==> src/rtl/uart_brk_pkg.sv <==
package uart_brk_pkg;
  localparam int CHR_MAX  = 8;
  localparam int CHR_MIN  = 5;
  localparam int IRQ_N    = 2;
  localparam int IRQ_BRK  = 0;
  localparam int IRQ_BRKT = 1;

  typedef enum logic {RX_RUN = 1'b0, RX_HOLD = 1'b1} rx_state_e;
endpackage

==> src/rtl/brk_tx_gen.sv <==
module brk_tx_gen (
  input  logic clk,
  input  logic rst_n,
  input  logic tick,
  input  logic cmd,
  input  logic ser_in,
  output logic ser_out
);
  logic brk_on;

  always_ff @(posedge clk or negedge rst_n) begin
    if (!rst_n)    brk_on <= 1'b0;
    else if (tick) brk_on <= cmd;
  end

  assign ser_out = brk_on ? 1'b0 : ser_in;
endmodule

==> src/rtl/brk_rx_det.sv <==
module brk_rx_det #(
  parameter int CHR_W = uart_brk_pkg::CHR_MAX,
  parameter int MIN_L = uart_brk_pkg::CHR_MIN,
  localparam int LEN_W = $clog2(CHR_W - MIN_L + 1)
) (
  input  logic             clk,
  input  logic             rst_n,
  input  logic [LEN_W-1:0] cfg_len,
  input  logic             cfg_par_en,
  input  logic             cfg_stop2,
  input  logic [CHR_W-1:0] data,
  input  logic             par,
  input  logic [1:0]       stop,
  input  logic             fire,
  input  logic             line,
  output logic [CHR_W-1:0] data_m,
  output logic             is_brk,
  output logic             frm_err,
  output logic             hold,
  output logic             brk_set,
  output logic             brkt_set
);
  import uart_brk_pkg::*;

  logic [CHR_W-1:0] mask;
  rx_state_e        st_q, st_d;

  for (genvar i = 0; i < CHR_W; i++) begin : g_mask
    assign mask[i] = (i < MIN_L + int'(cfg_len));
  end

  assign data_m  = data & mask;
  assign frm_err = !stop[0] || (cfg_stop2 && !stop[1]);
  assign is_brk  = (data_m == '0) && !(cfg_par_en && par) &&
                   !stop[0] && !(cfg_stop2 && stop[1]);

  always_comb begin
    st_d     = st_q;
    brk_set  = 1'b0;
    brkt_set = 1'b0;
    unique case (st_q)
      RX_RUN: if (fire && is_brk) begin
        st_d    = RX_HOLD;
        brk_set = 1'b1;
      end
      RX_HOLD: if (line) begin
        st_d     = RX_RUN;
        brkt_set = 1'b1;
      end
      default: st_d = RX_RUN;
    endcase
  end

  always_ff @(posedge clk or negedge rst_n) begin
    if (!rst_n) st_q <= RX_RUN;
    else        st_q <= st_d;
  end

  assign hold = (st_q == RX_HOLD);
endmodule

==> src/rtl/brk_irq_ctl.sv <==
module brk_irq_ctl #(
  parameter int N = uart_brk_pkg::IRQ_N
) (
  input  logic         clk,
  input  logic         rst_n,
  input  logic [N-1:0] set,
  input  logic [N-1:0] clr,
  input  logic [N-1:0] en,
  output logic [N-1:0] stat,
  output logic         irq
);
  for (genvar i = 0; i < N; i++) begin : g_bit
    always_ff @(posedge clk or negedge rst_n) begin
      if (!rst_n)      stat[i] <= 1'b0;
      else if (set[i]) stat[i] <= 1'b1;
      else if (clr[i]) stat[i] <= 1'b0;
    end
  end

  assign irq = |(stat & en);
endmodule

==> src/rtl/brk_out_stage.sv <==
module brk_out_stage #(
  parameter int CHR_W = uart_brk_pkg::CHR_MAX
) (
  input  logic             clk,
  input  logic             rst_n,
  input  logic             push,
  input  logic [CHR_W-1:0] in_data,
  input  logic             in_err,
  output logic             out_valid,
  input  logic             out_ready,
  output logic [CHR_W-1:0] out_data,
  output logic             out_err,
  output logic             room
);
  assign room = !out_valid || out_ready;

  always_ff @(posedge clk or negedge rst_n) begin
    if (!rst_n) begin
      out_valid <= 1'b0;
      out_data  <= '0;
      out_err   <= 1'b0;
    end else if (push) begin
      out_valid <= 1'b1;
      out_data  <= in_data;
      out_err   <= in_err;
    end else if (out_ready) begin
      out_valid <= 1'b0;
    end
  end
endmodule

==> src/rtl/uart_brk_unit.sv <==
module uart_brk_unit #(
  parameter int CHR_W = uart_brk_pkg::CHR_MAX,
  parameter int MIN_L = uart_brk_pkg::CHR_MIN,
  localparam int LEN_W = $clog2(CHR_W - MIN_L + 1),
  localparam int NI    = uart_brk_pkg::IRQ_N
) (
  input  logic             clk,
  input  logic             rst_n,
  input  logic             tx_tick,
  input  logic             tx_brk_cmd,
  input  logic             tx_ser_in,
  output logic             tx_ser_out,
  input  logic [LEN_W-1:0] cfg_len,
  input  logic             cfg_par_en,
  input  logic             cfg_stop2,
  input  logic             rx_line,
  input  logic             ch_valid,
  output logic             ch_ready,
  input  logic [CHR_W-1:0] ch_data,
  input  logic             ch_par,
  input  logic [1:0]       ch_stop,
  output logic             fq_valid,
  input  logic             fq_ready,
  output logic [CHR_W-1:0] fq_data,
  output logic             fq_frm_err,
  output logic             rx_hold,
  input  logic [NI-1:0]    irq_en,
  input  logic [NI-1:0]    irq_clr,
  output logic [NI-1:0]    irq_stat,
  output logic             irq
);
  import uart_brk_pkg::*;

  logic [CHR_W-1:0] data_m;
  logic             is_brk, frm_err, brk_set, brkt_set, room, fire, push;
  logic [NI-1:0]    set_v;

  brk_tx_gen u_tx (
    .clk(clk), .rst_n(rst_n), .tick(tx_tick), .cmd(tx_brk_cmd),
    .ser_in(tx_ser_in), .ser_out(tx_ser_out)
  );

  assign ch_ready = room || rx_hold;
  assign fire     = ch_valid && ch_ready;
  assign push     = fire && !rx_hold && !is_brk;

  brk_rx_det #(.CHR_W(CHR_W), .MIN_L(MIN_L)) u_det (
    .clk(clk), .rst_n(rst_n), .cfg_len(cfg_len), .cfg_par_en(cfg_par_en),
    .cfg_stop2(cfg_stop2), .data(ch_data), .par(ch_par), .stop(ch_stop),
    .fire(fire), .line(rx_line), .data_m(data_m), .is_brk(is_brk),
    .frm_err(frm_err), .hold(rx_hold), .brk_set(brk_set), .brkt_set(brkt_set)
  );

  brk_out_stage #(.CHR_W(CHR_W)) u_out (
    .clk(clk), .rst_n(rst_n), .push(push), .in_data(data_m), .in_err(frm_err),
    .out_valid(fq_valid), .out_ready(fq_ready), .out_data(fq_data),
    .out_err(fq_frm_err), .room(room)
  );

  always_comb begin
    set_v           = '0;
    set_v[IRQ_BRK]  = brk_set;
    set_v[IRQ_BRKT] = brkt_set;
  end

  brk_irq_ctl #(.N(NI)) u_irq (
    .clk(clk), .rst_n(rst_n), .set(set_v), .clr(irq_clr), .en(irq_en),
    .stat(irq_stat), .irq(irq)
  );
endmodule

==> config.mk <==
export PLATFORM = sky130hd
export DESIGN_NAME = uart_brk_unit
export DESIGN_NICKNAME = d
export VERILOG_FILES = /design/src/rtl/uart_brk_pkg.sv /design/src/rtl/brk_tx_gen.sv /design/src/rtl/brk_rx_det.sv /design/src/rtl/brk_irq_ctl.sv /design/src/rtl/brk_out_stage.sv /design/src/rtl/uart_brk_unit.sv
export SDC_FILE = /design/constraint.sdc
export NUM_CORES = 1
export LEC_CHECK = 0
export ABC_AREA = 1
export CAP_MARGIN = 20
export CORE_ASPECT_RATIO = 0.7
export CORE_UTILIZATION = 36
export CTS_CLUSTER_DIAMETER = 50
export CTS_CLUSTER_SIZE = 20
export DETAILED_ROUTE_END_ITERATION = 6
export HOLD_SLACK_MARGIN = 0.03
export PLACE_DENSITY = 0.78
export SYNTH_ARGS = -nofsm -noshare
export SYNTH_HDL_FRONTEND = slang
export SYNTH_SLANG_ARGS = --single-unit
==> constraint.sdc <==
create_clock -name clk -period 1.3 [get_ports clk]
set_clock_uncertainty 0.05 [all_clocks]
set_input_delay 0.13 -clock clk [delete_from_list [all_inputs] [get_ports clk]]
set_output_delay 0.13 -clock clk [all_outputs]
set_load 0.01 [all_outputs]
==> results.sh, run 1 <==
export IMPL_grt_first_pass_wirelength_um=2830
export IMPL_fp_coreArea_um2=1870
export IMPL_wl_per_cell_um=12.0
export IMPL_drc=0
export IMPL_fin_crit_sh_pct=95.1
export IMPL_grt_pass1_vias=648
export IMPL_io_buffers=42
export IMPL_syn_area_um2=723
export IMPL_power_total_mw=1.17
export IMPL_ys_seq_area_share_pct=48.4
export IMPL_hp_class="in -> async"
export IMPL_outcome="finished clean"
export IMPL_tightest_slew_ns=0.200
export IMPL_dr_pass1_iters=2
export IMPL_synth_top_area_share_pct=48.4
export IMPL_yosys_area_top_type="dfrtp_1"
export IMPL_relSlewSlack_pct=86.7
export IMPL_vdd_drop_max_mv=0.636
export IMPL_place_inst=152
export IMPL_maxCapViolations=0
export IMPL_rsz0062_at_grt="no"
export IMPL_drive_above_1_share_pct=25.9
export IMPL_die_h_um=39.5
export IMPL_crit_path_max_fanout=3
export IMPL_endpoint_kind="primary output"
export IMPL_critPathRequiredTime_ns=1.12
export IMPL_synthTopCellsByArea="dfrtp_1, nand2_1, nand2_2"
export IMPL_chipWidth_um=55.6
export IMPL_pwr_share_seq_pct=43.8
export IMPL_ys_seq_elements=14
export IMPL_grt_usage_pct=17.8
export IMPL_numCtsBuffers=3
export IMPL_die_area_um2=2200
export IMPL_hold_violations=0
export IMPL_max_freq_mhz=809
export IMPL_syn_nets=108
export IMPL_syn2layout_area_growth_pct=76.3
export IMPL_regArea_um2=350
export IMPL_floorplan_initialDensity_pct=38.7
export IMPL_start_kind="flop"
export IMPL_postSynthAreaPerCell_um2=8.93
export IMPL_nets=163
export IMPL_yosys_cell_types_count=18
export IMPL_drv_slew=0
export IMPL_gp_congestion=0.727
export IMPL_antenna_found_initial=0
export IMPL_clkPwrFrac_pct=26.9
export IMPL_crit_type="reg -> out"
export IMPL_num_rows=13
export IMPL_num_io_pins=43
export IMPL_root_buffer="clkbuf_4"
export IMPL_drtIter0Drc=4
export IMPL_grt_max_degree=15
export IMPL_path_clk_slew_ns=0.09
export IMPL_drtAntennaViolNets=0
export IMPL_power_density_nw_per_um2=919
export IMPL_finalNonFillerCells=157
export IMPL_grt_ovfl_total=0
export IMPL_cts_setup_buffers=0
export IMPL_multi_input_area_um2=344
export IMPL_cts_sinks=14
export IMPL_fin_crit_ns=1.24
export IMPL_vias=728
export IMPL_hold_buffers=0
export IMPL_vias_per_cell=4.64
export IMPL_hpwl_um=1500
export IMPL_htreeDepth=1
export IMPL_clk_latency_ns=0.28
export IMPL_cp_arrival_ns=1.06
export IMPL_yosysWarnings=0
export IMPL_tritoncts="done"
export IMPL_clockBufferDepth=2
export IMPL_antennaDiodeCount=0
export IMPL_n_fill_cell=162
export IMPL_p_int_mw=0.846
export IMPL_postSynthCellCount=81
export IMPL_setup_violations_final=0
export IMPL_power_leakage_nw=0.635
export IMPL_switching_power_mw=0.325
export IMPL_swShare_pct=27.8
export IMPL_routed_wl_um=1880
export IMPL_combPwrFrac_pct=29.3
-- through the flow --
step,util (%),TNS (ns),instance area [µm²],setup WS [ns],hold slack (ns)
floorplan,-,0,723,0.127,-0.216
global placement,65.9,-1.79,1230,-0.153,0.403
detailed placement,65.9,-2.48,1230,-0.217,0.407
CTS,66.8,0,1250,0.0247,0.0946
global route,68.2,0,1270,0.0103,0.112
finish,68.2,0,1270,0.0632,0.0880
-- critical path, cell delays in order (launching register included) --
cell and delay (ns):
dfrtp_1 0.40, a22o_1 0.24, buf_2 0.14
-- placed cells by master (no fill, tap or decap) --
cell type / count
nand2_2: 11
clkinv_1: 1
inv_2: 2
clkbuf_4: 3
nor2_1: 5
nand4_1: 1
nor2_4: 3
nand2_1: 16
nand2_8: 1
clkbuf_16: 1
dfrtp_1: 14
nand3_4: 1
buf_4: 6
o21ai_0: 2
clkbuf_8: 1
buf_2: 1
o21ai_1: 3
inv_1: 6
clkbuf_2: 1
buf_12: 1
nand2_4: 1
dlygate4sd2_1: 14
nand3_1: 10
nor2_2: 2
mux2_1: 1
clkdlybuf4s50_1: 26
a22o_1: 1
-- cell families after synthesis --
family,Yosys count,share of synthesized area (%)
AOI/OAI and AO/OA,6,4.67
buffers and inverters,10,6.23
DFF,14,48.4
muxes,1,1.56
and+or+nand+nor,50,39.1
-- area by class of cell --
cell class,count,share of cell area (%)
timing repair buffer,50,37.9
inverter,9,2.65
clock buffer,4,2.85
multi-input combinational,58,27.0
tap,22,2.16
sequential,14,27.5
-- final timing paths --
check / from / endpoint / slack, ns / cells after the start
setup / recovery: u_irq.stat[0] / irq / 0.06 / 2
hold / removal: rst_n / u_out.out_data[1] / 0.09 / 2
setup reg to reg: u_det.hold / u_out.out_data[0] / 0.10 / 7
hold reg to reg: u_out.out_data[0] / u_out.out_data[0] / 0.44 / 2
max in group asynchronous: rst_n / u_out.out_data[6] / 0.94 / 2
min in group clk: irq_clr[0] / u_irq.stat[0] / 0.36 / 2
-- registers in the layout, summed over array words and instances (netlist names) --
name and cells:
u_irq.stat 2, u_det.hold 1, u_out.out_err 1, u_out.out_valid 1, u_out.out_data 8, u_tx.brk_on 1
-- cell usage after synthesis, drive strengths merged --
cell,count
a22o,1
mux2,1
buf,1
inv,8
nand2,28
nand4,1
dfrtp,14
clkinv,1
nand3,11
o21ai,5
nor2,10
-- timing repair --
action,in CTS,in global routing
pin swaps,0,3
cloned,0,2
gates resized for setup,21,3
setup endpoints to repair,16,12
-- power by group through the flow --
stage / clock, mW / combinational, mW / sequential [mW]
after floorplan: 0 / 0.110 / 0.542
after global placement: 0 / 0.357 / 0.523
after detailed placement: 0 / 0.363 / 0.524
after CTS: 0.323 / 0.331 / 0.514
after global routing: 0.341 / 0.370 / 0.521
final: 0.315 / 0.343 / 0.514
-- routing by layer --
layer	wire length (µm)	GRT usage (%)
met5	0	0
met4	37	5.63
met3	116	6.93
met2	944	31.6
met1	778	20.4
Power figures use the tool's default switching activity.
==> inputs of run 2 (changes only) <==
--- a/config.mk
+++ b/config.mk
@@ -12,6 +12,7 @@
 export CTS_CLUSTER_DIAMETER = 50
 export CTS_CLUSTER_SIZE = 20
 export DETAILED_ROUTE_END_ITERATION = 6
+export GPL_TIMING_DRIVEN = 0
 export HOLD_SLACK_MARGIN = 0.03
 export PLACE_DENSITY = 0.78
 export SYNTH_ARGS = -nofsm -noshare
==> run 2 against run 1 <==
- setup slack worse by 0.040 ns
- flip-flop and latch count stayed put
- register-to-register slack worse by 0.08 ns
- utilization is 2.4 points lower
- fmax down 3.1%
==> results.sh, run 2 (synthesized netlist as in run 1, its figures left out) <==
export IMPL_grt_usage_pct=17.7
export IMPL_grt_ovfl_total=0
export IMPL_fin_util_pct=65.8
export IMPL_pwr_share_seq_pct=44.7
export IMPL_worst_path_buf_inv=2
export IMPL_grt_pass1_vias=666
export IMPL_setup_violations_final=0
export IMPL_power_leakage_nw=0.617
export IMPL_hp_class="in -> async"
export IMPL_finish_instance_area_um2=1230
export IMPL_routed_wl_um=1850
export IMPL_combPwrFrac_pct=28.0
export IMPL_num_rows=13
export IMPL_tightest_slew_ns=0.635
export IMPL_htreeDepth=1
export IMPL_hold_violations=0
export IMPL_switching_power_mw=0.317
export IMPL_floorplan_initialDensity_pct=38.7
export IMPL_vias=722
export IMPL_slowest_delay_ns=0.43
export IMPL_power_total_mw=1.14
export IMPL_antenna_found_initial=0
export IMPL_relSlewSlack_pct=57.5
export IMPL_path_clk_slew_ns=0.08
export IMPL_max_freq_mhz=783
export IMPL_outcome="finished clean"
export IMPL_start_kind="flop"
export IMPL_syn2layout_area_growth_pct=70.1
export IMPL_gp_congestion=0.696
export IMPL_drv_slew=0
export IMPL_grt_first_pass_wirelength_um=2840
export IMPL_clk_latency_ns=0.28
export IMPL_largestRegisters="u_out.out_data x8, u_irq.stat x2"
export IMPL_crit_family="flip-flops"
export IMPL_p_int_mw=0.827
export IMPL_power_density_nw_per_um2=931
export IMPL_die_h_um=39.5
export IMPL_cp_depth=6
export IMPL_fp_coreArea_um2=1870
export IMPL_maxCapViolations=0
export IMPL_critPathRequiredTime_ns=1.46
export IMPL_drtIter0Drc=11
export IMPL_endpoint_kind="flop"
export IMPL_cp_arrival_ns=1.44
export IMPL_wl_per_cell_um=11.9
export IMPL_crit_path_max_fanout=5
export IMPL_swShare_pct=27.7
export IMPL_vdd_drop_max_mv=0.754
export IMPL_io_buffers=42
export IMPL_fin_crit_ns=1.28
export IMPL_clockBufferDepth=2
export IMPL_cp_slowest_cell="dfrtp_1"
export IMPL_nets=161
export IMPL_grt_max_degree=15
export IMPL_root_buffer="clkbuf_4"
export IMPL_rsz0062_at_grt="yes"
export IMPL_placed_area_um2=1170
export IMPL_fin_crit_sh_pct=98.2
export IMPL_crit_type="reg -> reg"
export IMPL_n_fill_cell=169
export IMPL_path_cells="inv_2, nand2_2, nor2_4, buf_6, nand4_1, o21ai_1"
export IMPL_die_area_um2=2200
export IMPL_numCtsBuffers=3
export IMPL_clkPwrFrac_pct=27.3
export IMPL_largest_register="u_out.out_data"
export IMPL_rr_worst_depth=6
export IMPL_drive_above_1_share_pct=24.1
export IMPL_dr_pass1_iters=4
export IMPL_antennaDiodeCount=0
export IMPL_hpwl_um=1390
export IMPL_final_cell_mix="clkdlybuf4s50_1, nand2_1, dlygate4sd2_1, dfrtp_1"
export IMPL_final_common_cell="clkdlybuf4s50_1"
export IMPL_tritoncts="done"
export IMPL_drtAntennaViolNets=0
export IMPL_drc=0
export IMPL_cts_sinks=14
export IMPL_vias_per_cell=4.66
export IMPL_largest_reg_flops=8
export IMPL_num_io_pins=43
export IMPL_chipWidth_um=55.6
[run 2: cell count changes in the layout (fill, tap and decap cells not counted), sizes merged]
cell / delta
clkbuf: -1
nand2: -1
[run 2: area by class of cell]
type                            instances  area [µm²]  area share (%)
Timing Repair Buffer                   48         435            35.4
Sequential cell                        14         350            28.5
Multi-Input combinational cell         57         335            27.3
Clock buffer                            4        36.3            2.95
Inverter                                9        33.8            2.75
Tap cell                               22        27.5            2.24
Buffer                                  1        11.3           0.916
[run 2: layer usage]
layer	global-route usage, %	vias to the layer above	wire, µm
met5	0	-	0
met4	5.63	0	24
met3	6.27	5	127
met2	32.2	32	927
met1	20.0	321	766
li1	-	364	-
[run 2: final timing paths]
path                                    from                 to  slack, ns
setup / recovery                  u_det.hold         u_det.hold       0.02
hold / removal                         rst_n  u_out.out_data[4]       0.18
setup reg to reg                  u_det.hold         u_det.hold       0.02
hold reg to reg            u_out.out_data[4]  u_out.out_data[4]       0.43
max in group asynchronous              rst_n  u_out.out_data[6]       0.61
min in group clk                  irq_clr[0]      u_irq.stat[0]       0.35
[run 2: worst reg2reg max path, delay by kind of cell (launching register included)]
family	cells	cell delay [ns]
and+or+nand+nor	3	0.38
AOI/OAI and AO/OA	1	0.11
buffers and inverters	2	0.24
DFF	1	0.43
[run 2: timing repair]
action | 4_1_cts | 5_1_grt
buffers inserted | 0 | 5
gates cloned | 0 | 1
pin swaps | 0 | 3
gates resized for setup | 21 | 3
setup endpoints to repair | 16 | 3
hold buffers | 0 | 0
[run 2: metrics by stage]
step	hold WS [ns]	cells	setup WS, ns	setup TNS [ns]
global placement	0.413	145	-0.228	-2.11
finish	0.181	155	0.0235	0
floorplan	-0.216	81	0.127	0
CTS	0.199	149	-0.0513	-0.0513
global route	0.217	155	-0.0289	-0.0423
detailed placement	0.423	145	-0.240	-2.43
[run 2: power by group through the flow]
stage	Combinational, mW	Clock (mW)	Sequential [mW]
detailed placement	0.341	0	0.522
finish	0.320	0.312	0.512
CTS	0.312	0.320	0.512
global route	0.348	0.349	0.519
floorplan	0.110	0	0.542
global placement	0.335	0	0.520
